$ cat config.mk
export PLATFORM = sky130hd
export DESIGN_NAME = ltt_local_tick
export DESIGN_NICKNAME = d
export VERILOG_FILES = /design/src/rtl/ltt_pkg.sv /design/src/rtl/ltt_prescaler.sv /design/src/rtl/ltt_intcnt.sv /design/src/rtl/ltt_wack.sv /design/src/rtl/ltt_local_tick.sv
export SDC_FILE = /design/constraint.sdc
export NUM_CORES = 1
export LEC_CHECK = 0
export ABC_AREA = 1
export ABC_CLOCK_PERIOD_IN_PS = 3200
export BUFFER_PORTS_ARGS = -buffer_cell sky130_fd_sc_hd__clkbuf_2
export CAP_MARGIN = 10
export CELL_PAD_IN_SITES_DETAIL_PLACEMENT = 0
export CELL_PAD_IN_SITES_GLOBAL_PLACEMENT = 1
export CORE_ASPECT_RATIO = 1.4
export CORE_MARGIN = 5
export CORE_UTILIZATION = 47
export CTS_CLUSTER_SIZE = 10
export DETAILED_ROUTE_END_ITERATION = 16
export PLACE_DENSITY = 0.93
export SLEW_MARGIN = 20
export SYNTH_ARGS = -nofsm -noshare
export SYNTH_HDL_FRONTEND = slang
export SYNTH_SLANG_ARGS = --single-unit
$ cat constraint.sdc
create_clock -name clk -period 3.2 [get_ports clk]
set_input_delay 0.64 -clock clk [delete_from_list [all_inputs] [get_ports clk]]
set_output_delay 0.64 -clock clk [all_outputs]
set_load 0.005 [all_outputs]
$ cat src/rtl/ltt_pkg.sv
package ltt_pkg;
    localparam int unsigned BUS_W   = 32;
    localparam int unsigned ADDR_W  = 8;
    localparam int unsigned ACK_W   = 4;
    localparam int unsigned UPD_BIT = 31;

    // register offsets inside one instance window (software decodes these)
    localparam logic [ADDR_W-1:0] OFS_TICKBUF = 8'h00;
    localparam logic [ADDR_W-1:0] OFS_CNTBUF  = 8'h08;
    localparam logic [ADDR_W-1:0] OFS_CTRL    = 8'h20;
    localparam logic [ADDR_W-1:0] OFS_STAT    = 8'h30;
    localparam logic [ADDR_W-1:0] OFS_IEN     = 8'h34;
    localparam logic [ADDR_W-1:0] OFS_WACK    = 8'h40;

    // control bits
    localparam int unsigned CTRL_RUN    = 0;
    localparam int unsigned CTRL_ISTART = 1;
    localparam int unsigned CTRL_AUTO   = 2;
    localparam int unsigned CTRL_W      = 3;

    // acknowledge bit positions
    localparam int unsigned ACK_TB   = 0;
    localparam int unsigned ACK_CB   = 1;
    localparam int unsigned ACK_CTRL = 3;
endpackage

$ cat src/rtl/ltt_prescaler.sv
module ltt_prescaler #(
    parameter int unsigned TB_W = 32
) (
    input  logic            clk,
    input  logic            rst_n,
    input  logic            run_i,
    input  logic [TB_W-1:0] limit_i,
    output logic            tick_o
);
    typedef struct packed {
        logic [TB_W-1:0] pcnt;
    } pre_st_t;

    pre_st_t st_q, st_d;

    always_comb begin
        st_d   = st_q;
        tick_o = run_i && (st_q.pcnt >= limit_i);
        if (!run_i)
            st_d.pcnt = '0;
        else if (tick_o)
            st_d.pcnt = '0;
        else
            st_d.pcnt = st_q.pcnt + TB_W'(1);
    end

    always_ff @(posedge clk or negedge rst_n) begin
        if (!rst_n) st_q <= '0;
        else        st_q <= st_d;
    end

    // a tick is followed by a full period unless the divisor is one
    assert_tick_gap_R2: assert property (@(posedge clk) disable iff (!rst_n)
        (tick_o && limit_i != '0) |=> (!tick_o || limit_i == '0));

    // stopping the prescaler keeps it quiet in the next cycle too
    assert_idle_quiet_R2: assert property (@(posedge clk) disable iff (!rst_n)
        (!run_i && limit_i != '0) |=> !tick_o);
endmodule

$ cat src/rtl/ltt_intcnt.sv
module ltt_intcnt #(
    parameter int unsigned CNT_W = 31
) (
    input  logic             clk,
    input  logic             rst_n,
    input  logic             tick_i,
    input  logic             cnt_en_i,
    input  logic             auto_i,
    input  logic             load_i,
    input  logic [CNT_W-1:0] load_val_i,
    output logic             expire_o,
    output logic [CNT_W-1:0] reload_o
);
    typedef struct packed {
        logic [CNT_W-1:0] cnt;
        logic [CNT_W-1:0] rel;
        logic             armed;
    } ic_st_t;

    ic_st_t st_q, st_d;
    logic   step;

    always_comb begin
        st_d     = st_q;
        step     = tick_i && cnt_en_i && st_q.armed;
        expire_o = step && !load_i && (st_q.cnt <= CNT_W'(1));
        if (load_i) begin
            st_d.cnt   = load_val_i;
            st_d.rel   = load_val_i;
            st_d.armed = 1'b1;
        end else if (expire_o) begin
            if (auto_i) begin
                st_d.cnt = st_q.rel;
            end else begin
                st_d.cnt   = '0;
                st_d.armed = 1'b0;
            end
        end else if (step) begin
            st_d.cnt = st_q.cnt - CNT_W'(1);
        end
        reload_o = st_q.rel;
    end

    always_ff @(posedge clk or negedge rst_n) begin
        if (!rst_n) st_q <= '0;
        else        st_q <= st_d;
    end

    // halted counter holds its value
    assert_hold_when_stopped_R7: assert property (@(posedge clk) disable iff (!rst_n)
        (!cnt_en_i && !load_i) |=> $stable(st_q.cnt));

    // live count never exceeds the committed reload
    assert_cnt_bound_R3: assert property (@(posedge clk) disable iff (!rst_n)
        st_q.cnt <= st_q.rel);
endmodule

$ cat src/rtl/ltt_wack.sv
module ltt_wack #(
    parameter int unsigned ACK_W = 4
) (
    input  logic             clk,
    input  logic             rst_n,
    input  logic [ACK_W-1:0] hit_i,
    input  logic [ACK_W-1:0] clr_i,
    output logic [ACK_W-1:0] stat_o
);
    typedef struct packed {
        logic [ACK_W-1:0] pend;
        logic [ACK_W-1:0] stat;
    } ack_st_t;

    ack_st_t st_q, st_d;

    always_comb begin
        st_d      = st_q;
        st_d.pend = hit_i;
        st_d.stat = (st_q.stat & ~clr_i) | st_q.pend;
        stat_o    = st_q.stat;
    end

    always_ff @(posedge clk or negedge rst_n) begin
        if (!rst_n) st_q <= '0;
        else        st_q <= st_d;
    end

    for (genvar i = 0; i < ACK_W; i++) begin : g_chk
        // an acknowledge appears only two cycles after its write
        assert_ack_origin_R10: assert property (@(posedge clk) disable iff (!rst_n)
            $rose(stat_o[i]) |-> $past(hit_i[i], 2));
    end
endmodule

$ cat src/rtl/ltt_local_tick.sv
module ltt_local_tick
    import ltt_pkg::*;
#(
    parameter int unsigned TB_W = 32
) (
    input  logic              clk,
    input  logic              rst_n,
    input  logic              wr_en,
    input  logic [ADDR_W-1:0] wr_addr,
    input  logic [BUS_W-1:0]  wr_data,
    input  logic [ADDR_W-1:0] rd_addr,
    output logic [BUS_W-1:0]  rd_data,
    output logic              irq
);
    localparam int unsigned CNT_W = BUS_W - 1;

    typedef struct packed {
        logic [TB_W-1:0]   tbuf;
        logic [CTRL_W-1:0] ctrl;
        logic              stat;
        logic              ien;
    } top_st_t;

    top_st_t st_q, st_d;

    logic             wr_tb, wr_cb, wr_ctrl, wr_stat, wr_ien, wr_wack;
    logic             tick, expire, load;
    logic [CNT_W-1:0] reload;
    logic [ACK_W-1:0] ack_hit, ack_clr, ack_stat;

    always_comb begin
        wr_tb   = wr_en && (wr_addr == OFS_TICKBUF);
        wr_cb   = wr_en && (wr_addr == OFS_CNTBUF);
        wr_ctrl = wr_en && (wr_addr == OFS_CTRL);
        wr_stat = wr_en && (wr_addr == OFS_STAT);
        wr_ien  = wr_en && (wr_addr == OFS_IEN);
        wr_wack = wr_en && (wr_addr == OFS_WACK);
        load    = wr_cb && wr_data[UPD_BIT];

        ack_hit           = '0;
        ack_hit[ACK_TB]   = wr_tb;
        ack_hit[ACK_CB]   = wr_cb;
        ack_hit[ACK_CTRL] = wr_ctrl;
        ack_clr           = wr_wack ? wr_data[ACK_W-1:0] : '0;
    end

    ltt_prescaler #(.TB_W(TB_W)) u_pre (
        .clk     (clk),
        .rst_n   (rst_n),
        .run_i   (st_q.ctrl[CTRL_RUN]),
        .limit_i (st_q.tbuf),
        .tick_o  (tick)
    );

    ltt_intcnt #(.CNT_W(CNT_W)) u_cnt (
        .clk        (clk),
        .rst_n      (rst_n),
        .tick_i     (tick),
        .cnt_en_i   (st_q.ctrl[CTRL_ISTART]),
        .auto_i     (st_q.ctrl[CTRL_AUTO]),
        .load_i     (load),
        .load_val_i (wr_data[CNT_W-1:0]),
        .expire_o   (expire),
        .reload_o   (reload)
    );

    ltt_wack #(.ACK_W(ACK_W)) u_ack (
        .clk    (clk),
        .rst_n  (rst_n),
        .hit_i  (ack_hit),
        .clr_i  (ack_clr),
        .stat_o (ack_stat)
    );

    always_comb begin
        st_d = st_q;
        if (wr_tb)   st_d.tbuf = wr_data[TB_W-1:0];
        if (wr_ctrl) st_d.ctrl = wr_data[CTRL_W-1:0];
        if (wr_ien)  st_d.ien  = wr_data[0];
        st_d.stat = expire || (st_q.stat && !(wr_stat && wr_data[0]));
    end

    always_ff @(posedge clk or negedge rst_n) begin
        if (!rst_n) st_q <= '0;
        else        st_q <= st_d;
    end

    always_comb begin
        rd_data = '0;
        case (rd_addr)
            OFS_TICKBUF: rd_data = BUS_W'(st_q.tbuf);
            OFS_CNTBUF:  rd_data = BUS_W'(reload);
            OFS_CTRL:    rd_data = BUS_W'(st_q.ctrl);
            OFS_STAT:    rd_data = BUS_W'(st_q.stat);
            OFS_IEN:     rd_data = BUS_W'(st_q.ien);
            OFS_WACK:    rd_data = BUS_W'(ack_stat);
            default:     rd_data = '0;
        endcase
        irq = st_q.stat && st_q.ien;
    end

    // status only rises as a result of a prescaler tick
    assert_stat_from_tick_R4: assert property (@(posedge clk) disable iff (!rst_n)
        $rose(st_q.stat) |-> $past(tick));

    // a clear write with no expiry leaves the status low
    assert_clear_wins_R8: assert property (@(posedge clk) disable iff (!rst_n)
        (wr_stat && wr_data[0] && !tick) |=> !st_q.stat);
endmodule

==> run summary, run 1 <==
Power
- 5060 uW — Power Total
- 0.00522 uW — static leakage
- 0.271 mV — peak supply drop
- 519 nW/um^2 — power density over the cells

Logic synthesis
- 100% — fraction of registers with async set or reset after synthesis
- dfrtp_1 — Main synth FF type
- 41.5% — Synth top area share
- 1,117 — post-synthesis cell count
- dfrtp_1, nand2_1, nor2_1 — largest cells by area after synthesis
- 139 — count of state elements after synthesis
- 7.51 um^2 — mean instance size in the synthesized netlist
- dfrtp_1 — most area-hungry cell type in the Yosys netlist
- 46 — count of distinct cell types in the synthesized netlist
- 0 — number of enable-type register cells in the synthesized netlist
- 0 — number of warnings issued by yosys
- 41.5% — sequential share of the synthesized area
- 8380 um^2 — cell area after synthesis
- 1,203 — post-synth net total

Clocking
- 0 — count of hold buffers inserted by post-cts repair
- 0 — number of setup buffers added after CTS
- 0.42 ns — worst skew pair latency
- clkbuf_16 — clock root buffer
- 0 — count of cells resized by post-cts repair
- 139 — Clock Sinks
- 0.06 ns — clock slew at reported path FFs
- 4 — deepest level of the CTS H-tree
- 17 — total clock buffers created by CTS
- 2 — buffer depth of the longest clock path
- built — TritonCTS clock tree

Placed design
- 17,400 um — detailed-placement wirelength estimate
- 9090 um^2 — post-detailed-placement cell area
- 0.904 — gp weighted congestion
- 83 — Port Buf Inserts

Routing
- 0 — total DRC errors in the routed layout
- 5.22 — vias per std cell
- 6 — detailed-routing iteration count for the pre-antenna-repair pass
- 15.7 um — per-cell routed wire length
- 7,544 — DR vias
- 0 — antenna violation net count after detailed routing
- 561 — violation count after the first detailed-route iteration
- 22,700 um — wirelength, routed

Critical path
- u_cnt.st_q[44] — Crit Reg-Reg Endpoint
- 13 — worst reg-to-reg path cell count
- 22 — worst-path fanout max
- reg2reg — Crit Path Class
- ha_1 -> nand2_1 -> nor2_1 -> nand4_1 -> nor2_1 -> nand2_1 -> nand2_1 -> nand2_2 -> buf_4 -> nand2_2 -> buf_12 -> nor2_1 -> a21oi_1 — cell-by-cell listing of the critical path
- 3.09 ns — data arrival time of the critical path
- flip-flop — sort of element at the start of the critical path
- 0.47 ns — maximum single-stage delay on the critical path
- 0.44 ns — Register-to-Register Setup Slack
- u_pre.st_q[23] — Worst R2R Start
- flip-flop — nature of the critical path endpoint
- 3.53 ns — critical path required time
- dfrtp_1 — slowest stage cell, crit path

Timing
- 0 — Slew Limit Fails
- false — RSZ-0062 raised after global routing
- 2.76 ns — post-route minimum period
- 0 ns — sum of negative setup slack
- 47.3% — relative slew slack
- 0 — final hold violation count
- 0.0124 ns — worst clock skew
- 363 MHz — fmax
- 86.2% — Final Cycle Share
- 0 — final setup fails
- 0.785 ns — pin slew with the least headroom to its limit

Finish
- 4200 um^2 — footprint of the multi-input gates
- 3480 um^2 — Storage cell area
- 16.2% — layout overhead on the synthesized area
- 9740 um^2 — Final Cell Area
- 1,281 — nets
- 1,689 — total of fill cells in the finished design
- 12.4% — proportion of layout cells with a drive suffix above 1

GRT
- 38,000 um — wire length of the first global-routing pass
- 2 — antenna violations before repair
- 7,529 — number of global-route vias before repair
- 23.3% — overall global routing resource usage
- 0 — residual overflow from global routing
- 78 — pin count of the biggest net entering global routing

Die
- 168 um — Die Height
- 20,600 um^2 — die footprint
- 57 — standard-cell rows
- 17,500 um^2 — Core Area
- 48.0% — starting utilization of the core area
- 123 um — overall die width
- 84 — # IOs

Run status
- finished, final reports clean — result of the run

Run
- 0 — number of max-cap violations

Min path
- in2async — path category of the worst min-delay check

==> critical path, delay by kind of cell, from the launching register on <==
kind	cells	cell delay (ns)
buffers and inverters	2	0.47
AND/OR/NAND/NOR	9	1.27
adder cells (fa/ha/maj)	1	0.34
flip-flops	1	0.47
AO/OA/AOI/OAI	1	0.13
==> sequential cells by signal, indices dropped and copies added, names as in the netlist <==
| signal | flops |
|---|---|
| st_q | 37 |
| u_ack.st_q | 3 |
| u_ack.stat_o | 4 |
| u_cnt.reload_o | 31 |
| u_cnt.st_q | 32 |
| u_pre.st_q | 32 |
==> layer usage <==
layer	up-vias	GRT usage (%)	part of all wire, %
li1	3791	-	-
met1	3493	30.2	42
met2	195	37.7	50
met3	65	3.69	3.7
met4	0	11.1	4.4
met5	-	0	0
==> where the power goes <==
part / switching (uW) / internal (uW)
registers: 89.4 / 1870
logic: 574 / 345
clock network: 752 / 1420
==> layout make-up <==
| type | instances | area share, % |
|---|---|---|
| diodes | 2 | 0.0514 |
| clock buffers | 21 | 4.73 |
| clock inverters | 11 | 1.96 |
| inverters | 141 | 5.43 |
| multi-input cells | 797 | 43.1 |
| flip-flops and latches | 139 | 35.7 |
| well taps | 236 | 3.03 |
| repair buffers | 99 | 5.95 |
==> Yosys cell counts (2+ instances only) <==
cell / n
o22ai_1: 29
or2_2: 2
ha_1: 35
a21boi_0: 27
nand2_1: 258
nor3_2: 2
xor2_1: 29
buf_1: 5
a21oi_1: 42
nor2_4: 2
nor4_1: 5
nor2_1: 142
a21o_1: 2
clkbuf_1: 27
nand2_2: 3
buf_4: 3
nand3_1: 58
buf_6: 2
inv_1: 139
a31oi_1: 2
nor4_2: 2
buf_2: 3
nor3b_1: 2
inv_2: 2
o31ai_1: 2
o21ai_0: 81
nor3_1: 20
dfrtp_1: 139
xnor2_1: 15
nand4_1: 20
nor2_2: 2
==> kinds of logic after synthesis <==
kind of cell               Yosys count  share of synthesized area [%]
and+or+nand+nor                    522                           26.5
AOI/OAI and AO/OA                  195                           13.6
buffers and inverters              181                           8.46
DFF                                139                           41.5
xor gates and xnor gates            44                           4.60
adders and majority gates           35                           5.22
muxes                                1                          0.134
==> how the worst max path moves through the flow <==
stage | slack [ns] | to | depth (start not counted) | startpoint
floorplan | 0.95 | rd_data[2] | 8 | rd_addr[1]
global placement | 0.51 | rd_data[12] | 6 | rd_addr[1]
detailed placement | 0.48 | rd_data[15] | 8 | rd_addr[1]
CTS | 0.43 | u_cnt.st_q[49] | 12 | u_pre.st_q[23]
global route | 0.20 | u_cnt.st_q[44] | 13 | u_pre.st_q[23]
finish | 0.44 | u_cnt.st_q[44] | 13 | u_pre.st_q[23]
==> cell usage in the layout, fill, tap and decap left out, drive strengths merged, types with 29 or more instances in the layout <==
cell type and count:
xor2 29, clkbuf 103, nand3 59, o21ai 82, nand2 261, ha 35, inv 141, o22ai 29
nor2 146, dfrtp 139, a21oi 42
==> metrics by stage <==
stage,instances,util (%),setup slack [ns],hold slack (ns)
after floorplan,1117,-,0.954,0.344
after global placement,1412,52.0,0.507,0.411
after detailed placement,1412,52.0,0.484,0.437
after CTS,1444,55.7,0.426,0.291
after global routing,1446,55.8,0.198,0.316
final,1446,55.8,0.442,0.252
(Power assumes the default switching activity.)
==> inputs of run 2 (changes only) <==
Settings changed: ABC_AREA 1 to 0, CORE_UTILIZATION 47 to 48.
==> run 2 against run 1 <==
Non-clock buffer count up 10. Critical path depth is 2 lower. Largest cell class unchanged. Highest routed layer unchanged. Die area decreased by 7.8%. Clock power decreased by 15%. Design area down 5.5%. Largest power group is now sequential cells. Synthesized cell count fell by 18%. Sequential power shrank 4%. Clock-buffer cell count fell by 3.
==> run summary, run 2 <==
Finish
- 0 — Antenna diodes, -2
- 16.0% — proportion of layout cells with a drive suffix above 1, +3.6 points
- 37 — max FFs per register, unchanged
- nand2_1, dfrtp_1, nor2_1, o21ai_0, clkbuf_2 — commonest non-fill, non-tap cells in the layout
- 9200 um^2 — Final Cell Area, -5.5%
- st_q — register bank with the most flops
- 17.4% — layout overhead on the synthesized area
- st_q: 37 flops, u_cnt.st_q: 32 flops, u_pre.st_q: 32 flops — registers with the most flip-flops
- 1,083 — nets, -15%
- 1,477 — total of fill cells in the finished design, -13%
- nand2_1 — most frequent standard cell in the layout excluding fill and tap cells

Logic synthesis
- 139 — count of state elements after synthesis, unchanged
- 44.4% — Synth top area share, +2.9 points
- 8.54 um^2 — mean instance size in the synthesized netlist, +14%
- dfrtp_1 — Main synth FF type
- dfrtp_1, nand2_1, ha_1 — largest cells by area after synthesis
- 7840 um^2 — cell area after synthesis, -6.5%
- 100% — fraction of registers with async set or reset after synthesis, unchanged
- 918 — post-synthesis cell count, -18%
- 52 — count of distinct cell types in the synthesized netlist, +13%
- 44.4% — sequential share of the synthesized area, +2.9 points
- nand2_1, dfrtp_1, nor2_1 — leading cell types by count after synthesis
- dfrtp_1 — most area-hungry cell type in the Yosys netlist
- 0 — number of enable-type register cells in the synthesized netlist, unchanged
- 1,004 — post-synth net total, -17%
- nand2_1 — most numerous cell in the Yosys netlist
- 0 — number of warnings issued by yosys, unchanged

Routing
- 470 — violation count after the first detailed-route iteration, -16%
- 5.84 — vias per std cell, +12%
- 18.5 um — per-cell routed wire length, +18%
- 7,057 — DR vias, -6.5%
- 5 — detailed-routing iteration count for the pre-antenna-repair pass, -1
- 0 — antenna violation net count after detailed routing, unchanged
- 0 — total DRC errors in the routed layout, unchanged
- 22,400 um — wirelength, routed, -1.4%

Critical path
- reg2reg — Crit Path Class
- flip-flop — sort of element at the start of the critical path
- flip-flop — nature of the critical path endpoint
- 3.28 ns — data arrival time of the critical path, +0.19 ns
- 0.22 ns — Register-to-Register Setup Slack, -0.22 ns
- 3.50 ns — critical path required time, -0.03 ns
- 20 — worst-path fanout max, -9.1%
- 11 — worst reg-to-reg path cell count, -2
- u_cnt.st_q[49] — Crit Reg-Reg Endpoint
- u_pre.st_q[0] — Worst R2R Start

Power
- 47.3% — Reg power frac, +8.5 points
- 432 nW/um^2 — power density over the cells, -17%
- 25.0% — net switching share of the total power, -3.0 points
- 2980 uW — internal cell power, -18%
- 0.00432 uW — static leakage, -17%
- 6.1% — combinational group share of total power, -12 points
- 0.246 mV — peak supply drop, -9.3%
- 994 uW — power dissipated by switching net loads, -30%
- 46.6% — portion of total power attributed to the clock network, +3.6 points

Clocking
- 0.42 ns — worst skew pair latency, about the same
- built — TritonCTS clock tree
- clkbuf_16 — clock root buffer
- 0 — count of hold buffers inserted by post-cts repair, unchanged
- 0 — count of cells resized by post-cts repair, unchanged
- 4 — deepest level of the CTS H-tree, unchanged
- 17 — total clock buffers created by CTS, unchanged
- 0.07 ns — clock slew at reported path FFs, about the same
- 0 — number of setup buffers added after CTS, unchanged
- 139 — Clock Sinks, unchanged
- 2 — buffer depth of the longest clock path, unchanged

Die
- 55 — standard-cell rows, -3.5%
- 19,000 um^2 — die footprint, -7.8%
- 118 um — overall die width, -4.0%
- 161 um — Die Height, -4.0%
- 16,100 um^2 — Core Area, -7.8%
- 84 — # IOs, unchanged
- 48.7% — starting utilization of the core area, +0.71 points

GRT
- 36,400 um — wire length of the first global-routing pass, -4.1%
- 0 — residual overflow from global routing, unchanged
- 0 — antenna violations before repair, -2
- 6,955 — number of global-route vias before repair, -7.6%
- 77 — pin count of the biggest net entering global routing, -1.3%
- 23.5% — overall global routing resource usage, +0.20 points

Run status
- finished, final reports clean — result of the run

Timing
- 0 — Slew Limit Fails, unchanged
- 2.98 ns — post-route minimum period, +0.219 ns
- 336 MHz — fmax, -7.3%
- 0.657 ns — pin slew with the least headroom to its limit, -0.127 ns
- 0 — final hold violation count, unchanged
- 0.0110 ns — worst clock skew, -0.00139 ns
- 93.0% — Final Cycle Share, +6.8 points
- 56.1% — relative slew slack, +8.8 points
- 0 — final setup fails, unchanged
- false — RSZ-0062 raised after global routing
- 0 ns — sum of negative setup slack, unchanged

Placed design
- 83 — Port Buf Inserts, unchanged
- 8650 um^2 — post-detailed-placement cell area, -4.8%
- 16,100 um — detailed-placement wirelength estimate, -7.6%
- 0.903 — gp weighted congestion, -0.12%

Min path
- in2async — path category of the worst min-delay check

Run
- 0 — number of max-cap violations, unchanged

[run 2: changes by cell type in the layout (fill, tap and decap cells not counted), sizes merged, moves of 16 or more]
cell,change
a21boi,-26
a22o,+27
a31oi,+16
inv,-99
nand2,-93
nand3,-26
nor2,-52
o22ai,-24
[run 2: power by group through the flow]
stage | logic [uW] | registers [uW] | clock network, uW
2_1_floorplan | 117 | 1880 | 0
3_3_place_gp | 238 | 1910 | 0
3_5_place_dp | 244 | 1910 | 0
4_1_cts | 247 | 1880 | 1870
5_1_grt | 277 | 1880 | 1930
6_report | 244 | 1880 | 1850
[run 2: kinds of logic (layout without fill, tap and decap cells)]
family	Yosys count	in the layout	synth area share [%]
and+or+nand+nor	381	381	21.7
DFF	139	139	44.4
buffers and inverters	89	181	4.32
AOI/OAI and AO/OA	231	231	19.0
adders and majority gates	35	35	5.58
muxes	10	10	1.32
xor gates and xnor gates	33	33	3.69
[run 2: how the worst max path moves through the flow]
stage          slack [ns]      startpoint            endpoint  cells after the start
2_1_floorplan        0.33      wr_addr[1]  u_cnt.reload_o[10]                      8
3_3_place_gp         0.29   u_pre.st_q[0]      u_cnt.st_q[49]                     11
3_5_place_dp         0.25   u_pre.st_q[0]      u_cnt.st_q[49]                     11
4_1_cts              0.25   u_pre.st_q[0]      u_cnt.st_q[49]                     11
5_1_grt              0.05  u_pre.st_q[27]      u_cnt.st_q[53]                     10
6_report             0.22   u_pre.st_q[0]      u_cnt.st_q[49]                     11
[run 2: layout make-up]
| class | count | area, um^2 | area share (%) |
|---|---|---|---|
| clock buffer | 18 | 429 | 4.66 |
| inverter | 40 | 150 | 1.63 |
| tap | 199 | 249 | 2.71 |
| multi-input combinational | 690 | 4040 | 43.9 |
| clock inverter | 14 | 124 | 1.35 |
| sequential | 139 | 3480 | 37.8 |
| timing repair buffer | 109 | 729 | 7.93 |
[run 2: per-stage QoR]
| stage | total power [uW] | utilization [%] | instances | hold slack (ns) | setup WS [ns] |
|---|---|---|---|---|---|
| floorplan | 2000 | - | 918 | 0.344 | 0.334 |
| global placement | 2140 | 53.7 | 1177 | 0.412 | 0.287 |
| detailed placement | 2150 | 53.7 | 1177 | 0.415 | 0.250 |
| CTS | 3990 | 57.1 | 1209 | 0.226 | 0.254 |
| global route | 4090 | 57.1 | 1209 | 0.239 | 0.0476 |
| finish | 3970 | 57.1 | 1209 | 0.201 | 0.223 |
[run 2: routing by layer]
metal	vias to the layer above	routed length, um	GRT usage (%)
li1	3375	-	-
met1	3431	9570	30.6
met2	209	11300	39.8
met3	42	955	3.19
met4	0	619	8.82
met5	-	0	0
[run 2: worst max-delay path: stages (launching register included)]
cell	delay, ns
dfrtp_1	0.44
inv_1	0.07
ha_1	0.26
nand2b_1	0.14
a2111o_1	0.40
a31oi_1	0.36
o22ai_1	0.22
nor2_4	0.34
buf_12	0.20
buf_4	0.14
mux2i_1	0.19
o21ai_0	0.09
